## src/rtl/lc_pkg.sv

```systemverilog
`timescale 1ns/1ps
package lc_pkg;
  localparam int BYTE_W = 8;
  localparam int CODE_W = 10;
  localparam int X_W    = 5;
  localparam int Y_W    = 3;
  localparam int C6_W   = 6;
  localparam int C4_W   = CODE_W - C6_W;

  localparam logic RD_NEG = 1'b0;
  localparam logic RD_POS = 1'b1;

  localparam logic [X_W-1:0] X_COMMA = 5'd28;
  localparam logic [Y_W-1:0] Y_SEVEN = 3'd7;

  // legal special characters: x=28 with any y, or y=7 with x in {23,27,29,30}
  function automatic logic ctl_legal(input logic [X_W-1:0] x, input logic [Y_W-1:0] y);
    return (x == X_COMMA) ||
           ((y == Y_SEVEN) && (x == 5'd23 || x == 5'd27 || x == 5'd29 || x == 5'd30));
  endfunction
endpackage

```

## src/rtl/lc_rst_sync.sv

```systemverilog
`timescale 1ns/1ps
module lc_rst_sync #(
  parameter int STAGES = 2
) (
  input  logic clk,
  input  logic rst_n,
  output logic rst_q_n
);
  logic [STAGES-1:0] sh_q;

  always_ff @(posedge clk or negedge rst_n) begin
    if (!rst_n) sh_q <= '0;
    else        sh_q <= {sh_q[STAGES-2:0], 1'b1};
  end

  assign rst_q_n = sh_q[STAGES-1];

  initial begin
    a_r2_stage_min: assert (STAGES >= 2);
  end
endmodule

```

## src/rtl/lc_enc6.sv

```systemverilog
`timescale 1ns/1ps
module lc_enc6
  import lc_pkg::*;
(
  input  logic [X_W-1:0]  x,
  input  logic            k28,
  input  logic            rd_in,
  output logic [C6_W-1:0] c6,
  output logic            rd_out
);
  logic [C6_W-1:0] base;
  logic            unbal;
  logic            flip;

  // negative-disparity form, abcdei with a in bit 5
  always_comb begin
    unique case (x)
      5'd0:  base = 6'b100111;
      5'd1:  base = 6'b011101;
      5'd2:  base = 6'b101101;
      5'd3:  base = 6'b110001;
      5'd4:  base = 6'b110101;
      5'd5:  base = 6'b101001;
      5'd6:  base = 6'b011001;
      5'd7:  base = 6'b111000;
      5'd8:  base = 6'b111001;
      5'd9:  base = 6'b100101;
      5'd10: base = 6'b010101;
      5'd11: base = 6'b110100;
      5'd12: base = 6'b001101;
      5'd13: base = 6'b101100;
      5'd14: base = 6'b011100;
      5'd15: base = 6'b010111;
      5'd16: base = 6'b011011;
      5'd17: base = 6'b100011;
      5'd18: base = 6'b010011;
      5'd19: base = 6'b110010;
      5'd20: base = 6'b001011;
      5'd21: base = 6'b101010;
      5'd22: base = 6'b011010;
      5'd23: base = 6'b111010;
      5'd24: base = 6'b110011;
      5'd25: base = 6'b100110;
      5'd26: base = 6'b010110;
      5'd27: base = 6'b110110;
      5'd28: base = k28 ? 6'b001111 : 6'b001110;
      5'd29: base = 6'b101110;
      5'd30: base = 6'b011110;
      default: base = 6'b101011;
    endcase
    unbal  = ($countones(base) != 3);
    // x=7 is balanced but still has two forms
    flip   = (rd_in == RD_POS) && (unbal || (x == 5'd7));
    c6     = flip ? ~base : base;
    rd_out = unbal ? ~rd_in : rd_in;
  end
endmodule

```

## src/rtl/lc_enc4.sv

```systemverilog
`timescale 1ns/1ps
module lc_enc4
  import lc_pkg::*;
(
  input  logic [Y_W-1:0]  y,
  input  logic [X_W-1:0]  x,
  input  logic            ctl,
  input  logic            rd_in,
  output logic [C4_W-1:0] c4,
  output logic            rd_out
);
  logic [C4_W-1:0] base;
  logic            alt;
  logic            unbal;
  logic            flip;

  always_comb begin
    alt = ((rd_in == RD_NEG) && (x == 5'd17 || x == 5'd18 || x == 5'd20)) ||
          ((rd_in == RD_POS) && (x == 5'd11 || x == 5'd13 || x == 5'd14));
    if (ctl) begin
      unique case (y)
        3'd0: base = 4'b1011;
        3'd1: base = 4'b0110;
        3'd2: base = 4'b1010;
        3'd3: base = 4'b1100;
        3'd4: base = 4'b1101;
        3'd5: base = 4'b0101;
        3'd6: base = 4'b1001;
        default: base = 4'b0111;
      endcase
    end else begin
      unique case (y)
        3'd0: base = 4'b1011;
        3'd1: base = 4'b1001;
        3'd2: base = 4'b0101;
        3'd3: base = 4'b1100;
        3'd4: base = 4'b1101;
        3'd5: base = 4'b1010;
        3'd6: base = 4'b0110;
        default: base = alt ? 4'b0111 : 4'b1110;
      endcase
    end
    unbal  = ($countones(base) != 2);
    // control forms always swap at positive disparity; data y=3 is balanced yet swaps
    flip   = (rd_in == RD_POS) && (ctl || unbal || (y == 3'd3));
    c4     = flip ? ~base : base;
    rd_out = unbal ? ~rd_in : rd_in;
  end
endmodule

```

## src/rtl/lc_enc8b10b.sv

```systemverilog
`timescale 1ns/1ps
module lc_enc8b10b
  import lc_pkg::*;
#(
  parameter int SYNC_STAGES = 2
) (
  input  logic              clk,
  input  logic              rst_n,
  input  logic [BYTE_W-1:0] din,
  input  logic              ctl_sel,
  output logic [CODE_W-1:0] dout,
  output logic              ctl_err
);
  logic            rst_q_n;
  logic [X_W-1:0]  x;
  logic [Y_W-1:0]  y;
  logic            legal;
  logic            use_k;
  logic            k28;
  logic            rd_q;
  logic            rd_mid;
  logic            rd_nxt;
  logic [C6_W-1:0] c6;
  logic [C4_W-1:0] c4;
  logic            err_nxt;

  lc_rst_sync #(.STAGES(SYNC_STAGES)) u_rst (
    .clk     (clk),
    .rst_n   (rst_n),
    .rst_q_n (rst_q_n)
  );

  always_comb begin
    x       = din[X_W-1:0];
    y       = din[BYTE_W-1:X_W];
    legal   = ctl_legal(x, y);
    use_k   = ctl_sel && legal;
    k28     = use_k && (x == X_COMMA);
    err_nxt = ctl_sel && !legal;
  end

  lc_enc6 u_enc6 (
    .x      (x),
    .k28    (k28),
    .rd_in  (rd_q),
    .c6     (c6),
    .rd_out (rd_mid)
  );

  lc_enc4 u_enc4 (
    .y      (y),
    .x      (x),
    .ctl    (use_k),
    .rd_in  (rd_mid),
    .c4     (c4),
    .rd_out (rd_nxt)
  );

  always_ff @(posedge clk or negedge rst_q_n) begin
    if (!rst_q_n) begin
      dout    <= '0;
      ctl_err <= 1'b0;
      rd_q    <= RD_NEG;
    end else begin
      dout    <= {c6, c4};
      ctl_err <= err_nxt;
      rd_q    <= rd_nxt;
    end
  end

  a_r4_weight: assert property (@(posedge clk) disable iff (!rst_q_n)
    ($countones({c6, c4}) >= 4) && ($countones({c6, c4}) <= 6));

  a_r5_six_neg: assert property (@(posedge clk) disable iff (!rst_q_n)
    (rd_q == RD_NEG) |-> ($countones(c6) >= 3));

  a_r5_six_pos: assert property (@(posedge clk) disable iff (!rst_q_n)
    (rd_q == RD_POS) |-> ($countones(c6) <= 3));

  a_r5_rd_follows_out: assert property (@(posedge clk) disable iff (!rst_q_n)
    ($countones(dout) != 5) |-> (rd_q == ($countones(dout) > 5)));

  a_r6_comma_six: assert property (@(posedge clk) disable iff (!rst_q_n)
    (ctl_sel && din[X_W-1:0] == X_COMMA) |-> (c6 == 6'b001111 || c6 == 6'b110000));

  a_r7_alt_neg: assert property (@(posedge clk) disable iff (!rst_q_n)
    (!ctl_sel && din == 8'hF1 && rd_mid == RD_NEG) |-> (c4 == 4'b0111));

  a_r8_data_no_err: assert property (@(posedge clk) disable iff (!rst_q_n)
    !ctl_sel |=> !ctl_err);
endmodule

```

## config.mk

```make
export PLATFORM = sky130hd
export DESIGN_NAME = lc_enc8b10b
export DESIGN_NICKNAME = d
export VERILOG_FILES = /design/src/rtl/lc_pkg.sv /design/src/rtl/lc_rst_sync.sv /design/src/rtl/lc_enc6.sv /design/src/rtl/lc_enc4.sv /design/src/rtl/lc_enc8b10b.sv
export SDC_FILE = /design/constraint.sdc
export NUM_CORES = 1
export LEC_CHECK = 0
export BUFFER_PORTS_ARGS = -buffer_cell sky130_fd_sc_hd__buf_2
export CORE_AREA = 2 2 55 57
export DETAILED_ROUTE_END_ITERATION = 8
export DIE_AREA = 0 0 57 59
export SLEW_MARGIN = 25
export SYNTH_ARGS = -nofsm -noshare
export SYNTH_HDL_FRONTEND = slang
export SYNTH_SLANG_ARGS = --single-unit
```

## constraint.sdc

```tcl
create_clock -name clk -period 0.8 [get_ports clk]
set_input_delay 0.04 -clock clk [delete_from_list [all_inputs] [get_ports clk]]
set_output_delay 0.04 -clock clk [all_outputs]
set_load 0.01 [all_outputs]
```

-- Word level (Yosys, flattened, before mapping)
Index checks and enable logic that the tools add are counted.
- output and inout port bits: 11
- register bits: 14
- logic and storage cells: 88
- bitwise logic cells: 4
- eq/ne operators: 39
- reductions and logical operators: 23
- muxes and demuxes: 10
- add/sub/neg operators: 8
- operators by type and width (cell ; count):
    6-bit case mux with 31 select lines ; 1
    32-bit adder ; 3
    5-bit equality test (second input constant) ; 15
    32-bit by 3-bit inequality test with 1-bit output (second input constant) ; 2
    4-bit case mux with 7 select lines ; 2
    5-bit by 4-bit equality test with 1-bit output (second input constant) ; 8
    5-bit by 3-bit equality test with 1-bit output (second input constant) ; 4
    3-bit equality test (second input constant) ; 4
    1-bit logical OR ; 12
    4-bit two-way mux ; 3
    1-bit by 1-bit adder with 2-bit output ; 5
    5-bit by 2-bit equality test with 1-bit output (second input constant) ; 2
    1-bit logical AND ; 8
    3-bit by 2-bit equality test with 1-bit output (second input constant) ; 2
    6-bit two-way mux ; 1
    6-bit NOT ; 1
    5-bit by 1-bit equality test with 1-bit output (second input constant) ; 1
    5-bit zero test ; 1
    4-bit NOT ; 1
    3-bit by 1-bit equality test with 1-bit output (second input constant) ; 1
    3-bit zero test ; 1
    1-bit two-way mux ; 3
    1-bit NOT ; 2
    1-bit zero test ; 1

-- Depth between registers and ports, before layout
- depth in word-level cells: 28
- mapped depth: 21
- gate-level depth less buffers: 20

-- Cells and area by module
Synthesis repeated with hierarchy kept, for this count alone.
- cells, all modules: 137
- area total of the unflattened synthesis: 1267.5 µm²
- by module, submodules not included (module ; area an instance (µm²) ; cells an instance ; instances ; seq. area each (µm²)):
    lc_enc6 ; 523.0 ; 68 ; 1 ; 0.0
    lc_enc8b10b ; 369.1 ; 23 ; 1 ; 300.3
    lc_enc4 ; 321.6 ; 43 ; 1 ; 0.0
    lc_rst_sync ; 53.8 ; 3 ; 1 ; 50.0

-- Worst setup path before layout
OpenSTA, ideal clock, no wires.
- path kind: input to register
- start point: in din[3]
- end point: reg dout[3]
- data required time: 0.668 ns
- path buffers: 2
- stages on the path: 20
- data arrival time: 4.829 ns
- path slack: -4.161 ns
- path through: clkbuf_1 > buf_1 > nand2_1 > o21ai_0 > a21oi_1 > ha_1 > fa_1 > ha_1 > and4bb_1 > xnor2_1 > a2111o_1 > a21oi_1 > or3_4 > ha_1 > ha_1 > fa_1 > nor3b_1 > o21ai_0 > o31a_1 > xor2_1
- cells in the longest elaborated chain, start to end: 28
- RTL lines (what ; line ; text):
    from (decl) ; lc_enc8b10b.sv:9 ; input logic [BYTE_W-1:0] din,
    5-bit equality test ; lc_pkg.sv:19, lc_enc6.sv:17 ;
    1-bit logical OR (3 in series) ; lc_pkg.sv:19 ; ((y == Y_SEVEN) && (x == 5'd23 || x == 5'd27 || x == 5'd29 || x == 5'd30));
    1-bit logical AND ; lc_pkg.sv:19 ;
    1-bit logical OR ; lc_pkg.sv:18 ; return (x == X_COMMA) ||
    1-bit logical AND ; lc_enc8b10b.sv:37 ; use_k = ctl_sel && legal;
    1-bit logical AND ; lc_enc8b10b.sv:38 ; k28 = use_k && (x == X_COMMA);
    1-bit two-way mux ; lc_enc6.sv:46 ; 5'd28: base = k28 ? 6'b001111 : 6'b001110;
    6-bit case mux with 31 select lines ; lc_enc6.sv:17 ; unique case (x)
    [10 not listed] ; n/a ;
    4-bit two-way mux ; lc_enc4.sv:20 ; if (ctl) begin
    1-bit by 1-bit adder with 2-bit output (implied by the code) ; lc_enc4.sv:43 ; unbal = ($countones(base) != 2);
    32-bit adder (implied by the code) ; lc_enc4.sv:43 ;
    32-bit by 3-bit inequality test with 1-bit output ; lc_enc4.sv:43 ;
    1-bit logical OR (2 in series) ; lc_enc4.sv:45 ; flip = (rd_in == RD_POS) && (ctl || unbal || (y == 3'd3));
    1-bit logical AND ; lc_enc4.sv:45 ;
    4-bit two-way mux * ; lc_enc4.sv:46 ; c4 = flip ? ~base : base;
    net c4[3] ; lc_enc8b10b.sv:24 ; logic [C4_W-1:0] c4;
    to (signal assigned) ; lc_enc8b10b.sv:65 ; dout <= {c6, c4};
    to (decl) ; lc_enc8b10b.sv:11 ; output logic [CODE_W-1:0] dout,
The timed path passes the listed nets; every way through them passes the cells marked *.

-- Final worst setup path
- start point: in din[1]
- end point: reg dout[1]
Same word-level chain as after synthesis.

==> metrics.sh <==
CLOCK_POWER_SHARE_PCT=12.5
N_ANTENNA_CELL=0
SYN2LAYOUT_AREA_GROWTH_PCT=56.08
DIEWIDTH_UM=57
PLACE.GP.CONGESTION=0.7597
POWER_LEAKAGE_nW=0.8709
MOSTFREQUENTLAYOUTCELL='sky130_fd_sc_hd__buf_4'
CORE_AREA_UM2=2710
DP_HPWL_UM=2211
FAILED_CHECKS='negative setup slack'
R2R_START='rd_q'
GRT_UTIL_ALL_LAYERS_PCT=17.80
SYNTH_AREA_PER_CELL_UM2=9.095
POST_SYNTHESIS_CELLS=130
CTS-ROOT-TO-SINK-BUFFERS=2
CLK_LATENCY_NS=0.27
PERIOD_NEEDED_NS=4.478
CP_CAPTURE_TYPE='flip-flop'
SYNTH.AREA.TOP_CELLS='sky130_fd_sc_hd__dfrtp_1 30%, sky130_fd_sc_hd__ha_1 7.4%, sky130_fd_sc_hd__xnor2_1 7.4%, sky130_fd_sc_hd__fa_1 5.1%, sky130_fd_sc_hd__a21oi_1 3.8%'
GRT_START_MAX_NET_PINS=13
SWITCHING_SHARE_PCT=35.19
HOLD_CLASS='in2async'
NUMBER_OF_FAILING_HOLD_ENDPOINTS_AT_THE_FINAL_STAGE=0
GRT_FIRST_PASS_WIRELENGTH_UM=4864
CLK_PIN_SLEW_WORST_PATHS_NS=0.08
GLOBALROUTEMET2UTIL_PCT=34.65
FINAL.SETUP.WORST_SLACK_NS=-3.678
INITIALDRTVIOLATIONCOUNT=18
H-TREE-DEPTH=1
LAYOUT_COMMON_CELLS='57 x sky130_fd_sc_hd__buf_4, 19 x sky130_fd_sc_hd__buf_2, 14 x sky130_fd_sc_hd__dfrtp_1'
SYNTH_SEQ_CELLS=14
YOSYS.CELL_TYPES.COUNT=46
MAXCLOCKFREQUENCY_MHz=223.3
SYNTH_LARGEST_TYPE_AREA_FRACTION_PCT=29.63
CRITICAL_PATH.MAX_FANOUT=4
DIE-AREA_UM2=3363
ANTENNA_FOUND_INITIAL=0
SYNTH_WARNINGS=0
GRT_OVERFLOW=0
VIAS=1188
REPORT.FINAL.SLEW_VIOL_COUNT=0
SETUP_TOTAL_NEGATIVE_SLACK_NS=-28.15
SEQ_POWER_SHARE_PCT=28.3
POWER.IR.VDD_WORST_uV=1985
DETAILEDROUTE.FIRSTPASSITERATIONCOUNT=4
BOUNDARYPINS=22
PWR_DENSITY_CELL_nW_PER_UM2=2122
WL_UM=2873
COMBPWRFRAC_PCT=59.2
FINALCLOCKSKEW_NS=0.0004564
DRIVE_GT1_SHARE_PCT=51.74
CP-START-KIND='input port'
FIRST_GLOBAL_VIAS=1173
NUMCLOCKSINKS=14
CTS_ROOT_BUF='sky130_fd_sc_hd__clkbuf_4'
CRIT_START='din[1]'
TIMING.CRITICAL_PATH.SLOWEST_CELL_DELAY_NS=0.49
WORSTPATHCELLLIST='buf_6, or2_4, a21o_1, a22oi_1, nor2_1, a31oi_2, ha_2, fa_1, ha_1, and4bb_1, xnor2_2, a2111o_1, a21oi_2, a311oi_2, ha_1, ha_2, fa_1, nor3b_4, o21ai_1, o31a_1, xor2_1'
TRITONCTS_BUFFER_COUNT=3
ASYNC_SET_OR_RESET_REGISTER_RATIO_AFTER_SYNTHESIS_PCT=100.0
FILL_CELLS=222
PATH_CLASS='in2reg'
NUMPORTBUFFERS=21
FIN_NETS=223
VIAS_PER_CELL=5.121
FLOORPLAN.INITIALDENSITY_PCT=43.63
PERIOD_SHARE_PCT=559.7
SETUP_VIOLATIONS=23
POWER_SWITCHING_mW=1.378
WORSTPATHARRIVAL_NS=4.64
GRT_SETUP_UNREPAIRED='yes'
POWER.TOTAL_mW=3.917
SYNTH-EDFF-COUNT=0
P_INT_mW=2.538
TRITONCTS_CLOCK_TREE='built'
SYNTH-SEQ-AREA-SHARE_PCT=29.63
GRT.BUSIEST_LAYER='met2'
SYNTH_TOP_CELL_BY_AREA='sky130_fd_sc_hd__dfrtp_1'
MAX_CAP_VIOL_COUNT=0
POSTSYNTH.TOPFLOPCELL='sky130_fd_sc_hd__dfrtp_1'
ROUTE.DETAILED.WL_PER_INST_UM=12.38
NETLIST_AREA_UM2=1182
FP.DIEH_UM=59
GRT.MET3_USAGE_PCT=1.747
TIMING.CRITICAL_PATH.REQUIRED_NS=0.96
SYNTH_NETS=151
STATUS='finished, violations left'
ROWS=19
CRITICAL-PATH-SLOWEST-CELL='sky130_fd_sc_hd__fa_1'
DRC=0
GRTUSAGEMET1_PCT=21.07
ROUTE.ANTENNA.REMAINING_NETS=0
[state kept, by name, summed over array words and instances, names as in the netlist]
| name | flops |
|---|---|
| u_rst.sh_q | 2 |
| dout | 10 |
| ctl_err | 1 |
| rd_q | 1 |
[logic make-up after synthesis]
kind of cell               count (synthesis)  synth area share, %
AOI/OAI and AO/OA                         35                20.64
adders and majority gates                 11                13.44
xor gates and xnor gates                  16                12.49
muxes                                      1               0.8466
and+or+nand+nor                           36                16.51
buffers and inverters                     16                6.137
DFF                                       14                29.63
other                                      1               0.3172
[worst paths after layout]
path / endpoint / slack [ns] / depth (start not counted)
min in group clk: ctl_err / 0.16 / 3
hold / removal: u_rst.sh_q[0] / 0.07 / 2
setup / recovery: dout[1] / -3.68 / 21
setup reg to reg: dout[1] / -2.25 / 11
max in group asynchronous: dout[3] / 0.29 / 0
hold reg to reg: dout[7] / 0.19 / 0
[cells in the mapped netlist (3+ instances only)]
cell and n:
sky130_fd_sc_hd__xor2_1 5, sky130_fd_sc_hd__nor2_1 9, sky130_fd_sc_hd__clkbuf_1 6, sky130_fd_sc_hd__nand3_1 3
sky130_fd_sc_hd__buf_2 4, sky130_fd_sc_hd__a21oi_1 9, sky130_fd_sc_hd__nand2_1 10, sky130_fd_sc_hd__o21ai_0 5
sky130_fd_sc_hd__o22ai_1 3, sky130_fd_sc_hd__fa_1 3, sky130_fd_sc_hd__ha_1 7, sky130_fd_sc_hd__inv_1 4
sky130_fd_sc_hd__dfrtp_1 14, sky130_fd_sc_hd__xnor2_1 10
[routing by layer]
metal | wire length, um | part of all wire, % | vias to the layer above
li1 | - | - | 607
met1 | 1236 | 43 | 552
met2 | 1510 | 53 | 29
met3 | 127 | 4.4 | 0
met4 | 0 | 0 | 0
met5 | 0 | 0 | -
[through the flow]
stage	std cells	instance area [um^2]	utilization (%)	worst slack, ns	hold WS, ns
after floorplan	130	1225	-	-3.795	-0.2556
after global placement	215	1647	60.76	-3.969	-0.1763
after detailed placement	215	1647	60.76	-4.087	-0.1707
after CTS	231	1812	66.85	-3.671	0.05481
after global routing	232	1846	68.10	-3.909	0.06825
final	232	1846	68.10	-3.678	0.06962
[worst max-delay path, delay by kind of cell]
| family | cells | cell delay (ns) |
|---|---|---|
| compound gates | 8 | 1.49 |
| xor+xnor | 2 | 0.35 |
| fa+ha+maj | 6 | 1.91 |
| buf+inv | 1 | 0.10 |
| simple gates | 4 | 0.74 |
[final cells by class]
type                       count  area, um^2  share of cell area (%)
clock buffer                   4       36.28                   1.966
sequential                    14       350.3                   18.98
inverter                       4       15.01                  0.8136
tap                           31       38.79                   2.102
timing repair buffer          79       555.5                   30.10
multi-input combinational    100       849.6                   46.03
[power groups by stage]
| stage | Clock (mW) | Combinational [mW] | Sequential [mW] |
|---|---|---|---|
| after floorplan | 0 | 1.11 | 1.28 |
| final | 0.488 | 2.32 | 1.11 |
| after detailed placement | 0 | 2.06 | 1.13 |
| after global placement | 0 | 1.99 | 1.12 |
| after CTS | 0.508 | 2.26 | 1.11 |
| after global routing | 0.525 | 2.56 | 1.14 |
[what timing repair did]
item                                   CTS  global route
hold buffers                             1             0
setup endpoints to repair               23            23
endpoints found under the hold margin    2             0
buffers inserted                        23             1
resized for setup                        8             4
pin swaps                                3             1
Note: power is estimated with default switching activity, not from simulation.
